### src/rtl/sop_pkg.sv
package sop_pkg;
  parameter int N_IN  = 6;
  parameter int N_OUT = 4;
  parameter int TPO   = 4;

  // Value of one literal line: even lines true, odd lines inverted.
  function automatic logic line_value(input logic [N_IN-1:0] x, input int line);
    logic v;
    v = x[line / 2];
    return (line % 2 == 1) ? ~v : v;
  endfunction

  // Mask of signals whose true and inverted crossings are both connected.
  function automatic logic [N_IN-1:0] pair_clash(input logic [2*N_IN-1:0] conn);
    logic [N_IN-1:0] m;
    for (int i = 0; i < N_IN; i++) m[i] = conn[2*i] & conn[2*i+1];
    return m;
  endfunction
endpackage

### src/rtl/cfg_store.sv
module cfg_store #(
  parameter int W = 192
) (
  input  logic         clk,
  input  logic         rst_n,
  input  logic         shift_en,
  input  logic         din,
  output logic [W-1:0] cfg_q
);
  always_ff @(posedge clk or negedge rst_n) begin
    if (!rst_n) cfg_q <= '1;
    else if (shift_en) cfg_q <= {din, cfg_q[W-1:1]};
  end

  AST_HOLD_IDLE: assert property (@(posedge clk) disable iff (!rst_n)
    !shift_en |=> $stable(cfg_q));

  AST_SHIFT_STEP: assert property (@(posedge clk) disable iff (!rst_n)
    shift_en |=> (cfg_q[W-2:0] == $past(cfg_q[W-1:1])) && (cfg_q[W-1] == $past(din)));
endmodule

### src/rtl/term_plane.sv
module term_plane
  import sop_pkg::*;
#(
  parameter int NI = 6,
  parameter int NT = 16,
  localparam int NL = 2 * NI
) (
  input  logic            clk,
  input  logic            rst_n,
  input  logic [NI-1:0]   sig_in,
  input  logic [NT*NL-1:0] conn,
  output logic [NT-1:0]   terms
);
  logic [NL-1:0] lines;

  for (genvar l = 0; l < NL; l++) begin : g_line
    if (l % 2 == 0) begin : g_true
      assign lines[l] = sig_in[l/2];
    end else begin : g_inv
      assign lines[l] = ~sig_in[l/2];
    end
  end

  for (genvar t = 0; t < NT; t++) begin : g_term
    logic [NL-1:0] c_t;
    logic          all_conn;
    logic          clash;
    assign c_t      = conn[t*NL +: NL];
    // Disconnected crossing behaves as constant 1.
    assign terms[t] = &(lines | ~c_t);
    assign all_conn = &c_t;
    assign clash    = |pair_clash(c_t);

    AST_ERASED_TERM_ZERO: assert property (@(posedge clk) disable iff (!rst_n)
      all_conn |-> !terms[t]);
    AST_CLASH_TERM_ZERO: assert property (@(posedge clk) disable iff (!rst_n)
      clash |-> !terms[t]);
    AST_OPEN_TERM_ONE: assert property (@(posedge clk) disable iff (!rst_n)
      (c_t == '0) |-> terms[t]);
  end
endmodule

### src/rtl/or_group.sv
module or_group #(
  parameter int NO  = 4,
  parameter int TPO = 4,
  localparam int NT = NO * TPO
) (
  input  logic          clk,
  input  logic          rst_n,
  input  logic [NT-1:0] terms,
  output logic [NO-1:0] sums
);
  for (genvar o = 0; o < NO; o++) begin : g_out
    logic [TPO-1:0] grp;
    assign grp     = terms[o*TPO +: TPO];
    assign sums[o] = |grp;

    AST_OUT_NEEDS_OWN_TERM: assert property (@(posedge clk) disable iff (!rst_n)
      ($countones(grp) == 0) |-> !sums[o]);
  end
endmodule

### src/rtl/sop_array.sv
module sop_array
  import sop_pkg::*;
#(
  parameter int NI  = sop_pkg::N_IN,
  parameter int NO  = sop_pkg::N_OUT,
  parameter int TP  = sop_pkg::TPO
) (
  input  logic          clk,
  input  logic          rst_n,
  input  logic          cfg_shift,
  input  logic          cfg_bit,
  input  logic [NI-1:0] sig_in,
  output logic [NO-1:0] sum_out
);
  localparam int NL = 2 * NI;
  localparam int NT = NO * TP;
  localparam int W  = NT * NL;

  logic [W-1:0]  cfg_q;
  logic [NT-1:0] terms;

  cfg_store #(.W(W)) u_store (
    .clk(clk), .rst_n(rst_n), .shift_en(cfg_shift), .din(cfg_bit), .cfg_q(cfg_q)
  );

  term_plane #(.NI(NI), .NT(NT)) u_plane (
    .clk(clk), .rst_n(rst_n), .sig_in(sig_in), .conn(cfg_q), .terms(terms)
  );

  or_group #(.NO(NO), .TPO(TP)) u_or (
    .clk(clk), .rst_n(rst_n), .terms(terms), .sums(sum_out)
  );

  AST_RESET_ERASED: assert property (@(posedge clk) disable iff (!rst_n)
    $rose(rst_n) |-> (sum_out == '0));
endmodule

### config.mk
export PLATFORM = sky130hd
export DESIGN_NAME = sop_array
export DESIGN_NICKNAME = d
export VERILOG_FILES = /design/src/rtl/sop_pkg.sv /design/src/rtl/cfg_store.sv /design/src/rtl/term_plane.sv /design/src/rtl/or_group.sv /design/src/rtl/sop_array.sv
export SDC_FILE = /design/constraint.sdc
export NUM_CORES = 1
export LEC_CHECK = 0
export ABC_AREA = 1
export CORE_ASPECT_RATIO = 1.75
export CORE_MARGIN = 3
export CORE_UTILIZATION = 55
export DETAILED_ROUTE_END_ITERATION = 10
export PLACE_DENSITY = 0.83
export SLEW_MARGIN = 40
export SYNTH_ARGS = -nofsm -noshare
export SYNTH_HDL_FRONTEND = slang
export SYNTH_HIERARCHICAL = 1
export SYNTH_SLANG_ARGS = --single-unit
### constraint.sdc
create_clock -name clk -period 2.7 [get_ports clk]
set_clock_uncertainty 0.1 [all_clocks]
set_input_delay 0.81 -clock clk [delete_from_list [all_inputs] [get_ports clk]]
set_output_delay 0.81 -clock clk [all_outputs]
set_load 0.05 [all_outputs]
After elaboration in Yosys (flattened, before gate mapping)
Cells that the tools add are included.
{"block": "op_classes", "n_addsub": 0, "multipliers": 0, "div": 0, "order_cmp": 0, "n_eq_ne": 0, "shifts": 0, "mux": 0, "n_bitwise": 38, "n_reduce_logical": 20}
{"operator": "inverter 12 bit", "count": 16}
{"operator": "bitwise OR 12 bit", "count": 16}
{"operator": "AND reduction 12 bit", "count": 16}
{"operator": "OR reduction 4 bit", "count": 4}
{"operator": "inverter 1 bit", "count": 6}
{"block": "word_totals", "reg_bits": 192, "latch_bits": 0, "ram_bits": 0, "romBits": 0, "inputBits": 10, "out_inout_bits": 4, "word_cells": 59, "mem_count": 0}

Logic depth before layout (Yosys ltp)
Gate-level depths: netlist of the first run.
{"block": "logic_depth", "ltp_word": 4, "ltp_mapped": 10, "mapped_depth_nobuf": 8}

Hierarchy
Netlist of the first run, hierarchy kept.
{"module": "cfg_store", "n_inst": 1, "cells_each": 811, "area_per_inst_um2": 7419.6, "seq_area_each_um2": 5044.8}
{"module": "term_plane", "n_inst": 1, "cells_each": 375, "area_per_inst_um2": 1590.3, "seq_area_each_um2": 0.0}
{"module": "or_group", "n_inst": 1, "cells_each": 12, "area_per_inst_um2": 45.0, "seq_area_each_um2": 0.0}

Worst setup path before layout of the first run
No wires, ideal clock.
{"block": "synth_timing", "path_kind": "input to output", "from": "input sig_in[4]", "to": "output sum_out[2]", "arrival_time_ps": 1779, "setup_slack_ps": 11, "path_stages": 10, "path_cell_list": "buf_4 -> inv_4 -> buf_6 -> nand2_1 -> nand2_1 -> nor2_1 -> nand2_1 -> nor2_2 -> nor2_1 -> nand2_1"}
{"block": "synth_via", "elab_chain_len": 4}
{"element": "from (decl)", "line": "sop_array.sv:12", "rtl": "input logic [NI-1:0] sig_in,"}
{"element": "inverter 1 bit", "line": "term_plane.sv:20", "rtl": "assign lines[l] = ~sig_in[l/2];"}
{"element": "bitwise OR 12 bit (*)", "line": "term_plane.sv:30", "rtl": "assign terms[t] = &(lines | ~c_t);"}
{"element": "AND reduction 12 bit (*)", "line": "term_plane.sv:30"}
{"element": "named net terms[9]", "line": "sop_array.sv:20", "rtl": "logic [NT-1:0] terms;"}
{"element": "OR reduction 4 bit (*)", "line": "or_group.sv:14", "rtl": "assign sums[o] = |grp;"}
{"element": "to (decl)", "line": "sop_array.sv:13", "rtl": "output logic [NO-1:0] sum_out"}
The timed path passes the listed nets; every way through them passes the cells marked *.

Final worst setup path of the first run
{"block": "layout_timing", "from": "input sig_in[3]", "to": "output sum_out[0]"}
Same word-level chain as after synthesis.

==> results.yml, run 1 <==
timing:
  clock.fmax_mhz: 365
  timing.final.crit_share_pct: 101
  setup_viol: 3
  tightest_slew_ns: 0.560
  hold_viol_final: 0
  rsz0062_at_grt: "yes"
  slew_violations: 0
  setup_ws_ns: -0.0405
  relSlewSlack_pct: 62.7
  min_period_ns: 2.74
synthesis:
  synth-seq-cells: 192
  synth.top_cell.area_share_pct: 55.7
  synth_area_sq_mm: 0.00905
  ys.flop_type: "dfstp_2"
  synth-xor-area-share_pct: 0
  netlist_instances: 1198
  synth-edff-count: 0
  synth_compound_area_share_pct: 0.884
  synth_common_cells: "nand2_1 (829), dfstp_2 (192), nor2_1 (48), buf_2 (45)"
  synth_area_leaders: "dfstp_2 (56%), nand2_1 (34%), buf_2 (2.5%)"
  yosysUniqueCellTypes: 15
  syn_nets: 1208
  synth_area_leader_cell: "dfstp_2"
  syn_avg_cell_area_sq_um: 7.56
  yosysWarnings: 6
  synthSimpleGateAreaFrac_pct: 38.3
  synth_most_common_cell: "nand2_1"
  synthMuxAreaShare_pct: 0
  seq_area_frac_synth_pct: 55.7
  synth_top_family_by_area: "simple AND/OR/NAND/NOR gates"
  synth_fa_ha_area_share_pct: 0
  async_flop_share_pct: 100
floorplanning:
  fp-row-count: 61
  coreArea_sq_mm: 0.0160
  chipWidth_microns: 103
  ioPinCount: 14
  die_y_microns: 176
  dieArea_sq_mm: 0.0181
  start_util_pct: 56.5
clock_tree:
  clk_latency_ns: 0.43
  hold_buffers: 0
  root_buffer: "clkbuf_16"
  cts_max_level: 4
  numCtsBuffers: 17
  cts_sinks: 192
  ctsLongestPathBuffers: 2
  cts_tree: "yes"
  clk_pin_slew_ns: 0.06
global_routing:
  grt_max_degree: 109
  antenna_found_initial: 0
  grt_pass1_vias: 7432
  overflow: 0
  grt_pass1_wl_microns: 36100
  track_usage_pct: 25.3
placed_design:
  port_buffers: 13
  placed_cells: 1373
  dp_hpwl_microns: 12900
  place_worst_setup_slack_ns: -0.559
  gp_congestion: 0.859
run:
  max_cap_violations: 0
detailed_routing:
  wire_per_inst_microns: 16.1
  antenna_left: 0
  dr.pass1.iters: 7
  drt-initial-drc-count: 832
  viasPerCell: 5.39
  post-route-drc-count: 0
  vias: 7608
  wl_microns: 22700
setup_path:
  cp-end-kind: "output port"
  cp-start-kind: "primary input"
  path_max_fanout: 10
  criticalPathCategory: "in2out"
  worstPathArrival_ns: 1.83
  cp.required_ns: 1.79
power_and_ir_drop:
  power.leakage_nw: 5.23
  p_per_area_mw_per_mm2: 604
  peakVddDrop_uv: 365
final_layout:
  top_regs: "u_store/cfg_q (192)"
  num-nets-final: 1219
  antenna_cells: 0
  regMostFlops: "u_store/cfg_q"
  fin_cells: 1411
  area_delta_synth_final_pct: 16.2
  largest_register_ffs: 192
  nFillCells: 1193
  drive_gt1_share_pct: 27.6
hold_path:
  hold_path.class: "reg2reg"
run_status:
  status: "finished with violations"
  violations: "setup timing"
## area by class of cell
cell class	count	area (sq um)	share of cell area, %
clock inverters	12	180	1.71
repair buffers	52	812	7.72
multi-input cells	924	3670	34.9
well taps	189	236	2.25
flip-flops and latches	192	5040	47.9
inverters	22	118	1.12
clock buffers	20	457	4.34
## path summary, 6_finish.rpt
| path | start | endpoint | slack, ns | cells past startpoint |
|---|---|---|---|---|
| min in group asynchronous | rst_n | u_store/cfg_q[174] | 0.55 | 1 |
| setup reg to reg | u_store/cfg_q[146] | u_store/cfg_q[145] | 1.79 | 2 |
| setup / recovery | sig_in[3] | sum_out[0] | -0.04 | 10 |
| hold reg to reg | u_store/cfg_q[3] | u_store/cfg_q[3] | 0.37 | 2 |
| max in group asynchronous | rst_n | u_store/cfg_q[98] | 1.57 | 2 |
| hold / removal | u_store/cfg_q[3] | u_store/cfg_q[3] | 0.37 | 2 |
## metal layers
metal | GRT usage, % | wire, microns | part of all wire (%) | up-vias
met5 | 0 | 0 | 0 | -
met4 | 10.3 | 932 | 4.1 | 0
met3 | 4.65 | 1100 | 4.8 | 81
met2 | 42.3 | 11900 | 52 | 268
met1 | 31.8 | 8760 | 39 | 3653
li1 | - | - | - | 3606
## cells in the final DEF (no fill, tap or decap)
| master | instances |
|---|---|
| buf_12 | 20 |
| buf_16 | 2 |
| buf_4 | 8 |
| buf_6 | 13 |
| buf_8 | 6 |
| bufinv_16 | 4 |
| clkbuf_1 | 1 |
| clkbuf_16 | 19 |
| clkbuf_8 | 2 |
| clkdlybuf4s50_1 | 1 |
| clkinv_2 | 3 |
| clkinv_4 | 2 |
| clkinvlp_4 | 1 |
| dfstp_2 | 192 |
| inv_1 | 16 |
| inv_12 | 1 |
| inv_2 | 1 |
| inv_4 | 1 |
| inv_6 | 2 |
| inv_8 | 3 |
| nand2_1 | 808 |
| nand2_2 | 27 |
| nand2_4 | 1 |
| nand3_1 | 15 |
| nand3_2 | 1 |
| nor2_1 | 36 |
| nor2_2 | 19 |
| nor2_4 | 1 |
| o21ai_1 | 8 |
| o21ai_2 | 8 |
## power by group
group | switching [W] | leakage [nW] | internal [W]
Sequential | 0.0000628 | 1.98 | 0.00301
Combinational | 0.000359 | 2.94 | 0.000201
Clock | 0.00111 | 0.312 | 0.00161
## worst max-delay path, stage by stage
cell	delay (ns)
buf_12	0.12
buf_8	0.14
nand2_2	0.06
nand2_2	0.05
nor2_2	0.15
nand2_2	0.08
nor2_2	0.11
nor2_2	0.06
nand2_2	0.10
buf_12	0.14
## cells by family (layout without fill, tap and decap cells)
family	count (synthesis)	count (layout)
AOI/OAI and AO/OA	16	16
DFF	192	192
buffers and inverters	82	106
and+or+nand+nor	908	908
## repair_timing
item                       CTS  global route
resized for setup           78            66
setup endpoints to repair    4             4
pin swaps                   13            44
gates cloned                 3             2
setup buffers                1             1
## stage by stage
| step | utilization, % | total power, W | setup TNS, ns | instance area [sq um] | hold WS [ns] |
|---|---|---|---|---|---|
| detailed placement | 59.2 | 0.00359 | -2.20 | 9490 | 0.358 |
| global placement | 59.2 | 0.00358 | -2.14 | 9490 | 0.353 |
| finish | 65.6 | 0.00635 | -0.0518 | 10500 | 0.368 |
| floorplan | - | 0.00338 | 0 | 9050 | 0.344 |
| CTS | 64.1 | 0.00635 | -0.330 | 10300 | 0.368 |
| global route | 65.6 | 0.00655 | -0.201 | 10500 | 0.383 |
No activity file was read; power rests on OpenSTA's default activity.
==> run 2: changes to the inputs <==
Settings changed: SYNTH_HIERARCHICAL 1 to unset.
==> results.yml, run 2 <==
global_routing:
  grt_pass1_wl_microns: 33400
  antenna_found_initial: 0
  overflow: 0
  track_usage_pct: 22.7
  grt_max_degree: 58
  grt_pass1_vias: 6870
timing:
  timing.final.crit_share_pct: 102
  hold_ws_ns: 0.374
  min_period_ns: 2.75
  setup_ws_ns: -0.0509
  hold_viol_final: 0
  tightest_slew_ns: 0.500
  setup_viol: 2
  rsz0062_at_grt: "yes"
  relSlewSlack_pct: 66.7
  clock.fmax_mhz: 364
  slew_violations: 0
setup_path:
  cp.required_ns: 1.79
  ff2ff_path_depth: 2
  path_max_fanout: 5
  criticalPathCategory: "in2out"
  worstPathArrival_ns: 1.84
  cp-start-kind: "primary input"
  cp-end-kind: "output port"
synthesis:
  syn_avg_cell_area_sq_um: 8.54
  synthMuxAreaShare_pct: 0.646
  synth_compound_area_share_pct: 14.6
  synth-edff-count: 0
  seq_area_frac_synth_pct: 54.3
  syn_nets: 1099
  synth_most_common_cell: "nand2_1"
  synth_area_leaders: "dfstp_2 (54%), nand2_1 (15%), a21oi_2 (8.7%)"
  synth_fa_ha_area_share_pct: 0
  synth_top_family_by_area: "simple AND/OR/NAND/NOR gates"
  async_flop_share_pct: 100
  yosysWarnings: 0
  synth.top_cell.area_share_pct: 54.3
  synth_common_cells: "nand2_1 (366), dfstp_2 (192), nor2_1 (142), inv_1 (104), o21ai_0 (101)"
  netlist_instances: 1089
  yosysUniqueCellTypes: 17
  synth-seq-cells: 192
  synthSimpleGateAreaFrac_pct: 21.4
  synth_area_sq_mm: 0.00930
  synth_area_leader_cell: "dfstp_2"
  synth-xor-area-share_pct: 0
  ys.flop_type: "dfstp_2"
detailed_routing:
  wl_microns: 20400
  vias: 6986
  drt-initial-drc-count: 441
  antenna_left: 0
  post-route-drc-count: 0
  viasPerCell: 5.23
  wire_per_inst_microns: 15.3
  dr.pass1.iters: 5
final_layout:
  layout_common_cells: "nand2_1 (331), dfstp_2 (192), nor2_1 (131), inv_1 (101)"
  top_regs: "u_store.cfg_q (192)"
  antenna_cells: 0
  regMostFlops: "u_store.cfg_q"
  num-nets-final: 1108
  largest_register_ffs: 192
  final_cell_area_sq_mm: 0.0107
  layout_commonest_cell: "nand2_1"
  area_delta_synth_final_pct: 15.1
  drive_gt1_share_pct: 38.1
placed_design:
  port_buffers: 13
  dp_hpwl_microns: 12400
  place_worst_setup_slack_ns: -0.590
  placed_cell_area_sq_mm: 0.00970
  gp_congestion: 0.824
run_status:
  status: "finished with violations"
  violations: "setup timing"
clock_tree:
  ctsLongestPathBuffers: 2
  root_buffer: "clkbuf_16"
  numCtsBuffers: 17
  cts_sinks: 192
  cts_max_level: 4
  cts_tree: "yes"
  hold_buffers: 0
  clk_latency_ns: 0.44
  clk_pin_slew_ns: 0.07
floorplanning:
  ioPinCount: 14
  dieArea_sq_mm: 0.0186
  chipWidth_microns: 104
  die_y_microns: 178
  coreArea_sq_mm: 0.0165
  fp-row-count: 62
  start_util_pct: 56.3
hold_path:
  holdPathStages: 2
  hold_path.class: "reg2reg"
power_and_ir_drop:
  power.leakage_nw: 4.89
  peakVddDrop_uv: 688
  p_total_w: 0.00796
  p_per_area_mw_per_mm2: 744
run:
  max_cap_violations: 0
==> run 2: changes by cell type in the layout (fill, tap and decap cells not counted), sizes merged, moves of 2 or more <==
cell | before | now
nor2 | 56 | 142
nand2 | 836 | 366
a21oi | 0 | 94
inv | 24 | 110
mux2 | 0 | 4
o21ai | 16 | 108
buf | 49 | 47
clkinv | 5 | 7
==> run 2: stage by stage <==
| step | instances | TNS, ns | utilization (%) |
|---|---|---|---|
| after floorplan | 1089 | 0 | - |
| after global placement | 1300 | -2.33 | 58.7 |
| after detailed placement | 1300 | -2.22 | 58.7 |
| after CTS | 1334 | -0.00357 | 63.3 |
| after global routing | 1335 | -0.191 | 64.8 |
| final | 1335 | -0.0755 | 64.8 |
==> run 2: final cells by class <==
| cell class | instances | area (sq um) |
|---|---|---|
| inverters | 108 | 435 |
| repair buffers | 49 | 776 |
| clock buffers | 20 | 447 |
| fillers | 1224 | 5820 |
| clock inverters | 12 | 158 |
| multi-input cells | 730 | 3560 |
| flip-flops and latches | 192 | 5040 |
| well taps | 224 | 280 |
==> run 2: path summary, 6_finish.rpt <==
kind                                     from  slack, ns            endpoint
max                                 sig_in[5]      -0.05          sum_out[2]
min                        u_store.cfg_q[130]       0.37  u_store.cfg_q[129]
max reg2reg                 u_store.cfg_q[74]       1.70   u_store.cfg_q[74]
min reg2reg                u_store.cfg_q[130]       0.37  u_store.cfg_q[129]
max in group asynchronous               rst_n       1.56  u_store.cfg_q[129]
min in group asynchronous               rst_n       0.54   u_store.cfg_q[68]
==> run 2: cell families (layout without fill, tap and decap cells) <==
kind of cell,after synthesis,in the layout
AO/OA/AOI/OAI,202,202
buffers and inverters,167,189
flip-flops,192,192
multiplexers,4,4
AND/OR/NAND/NOR,524,524
==> run 2: what timing repair did <==
action                                  in CTS  in global routing
pin swaps                                   19                 40
buffers inserted                             1                  0
gates cloned                                 1                  1
gates resized for setup                     80                 73
endpoints found under the setup margin       4                  4
==> run 2: metal layers <==
layer	GRT usage, %	vias to the layer above	share of wire [%]
met5	0	-	0
met4	12.3	0	3.8
met3	3.30	54	3.7
met2	39.8	171	54
met1	26.9	3376	39
li1	-	3385	-
==> run 2: worst max-delay path, cell delays in order <==
cell,delay [ns]
buf_8,0.10
inv_4,0.04
buf_6,0.13
nand2_1,0.07
nand2_1,0.05
nor2_1,0.12
nand3_1,0.13
nand2_1,0.11
inv_1,0.06
nand2_2,0.09
buf_12,0.14
==> run 2: where the power goes <==
part,total (W),switching (W),internal [W],leakage (nW)
Clock,0.00260,0.00111,0.00149,0.299
Sequential,0.00394,0.000309,0.00363,2.02
Combinational,0.00142,0.000859,0.000559,2.58
Total,0.00796,0.00228,0.00568,4.89
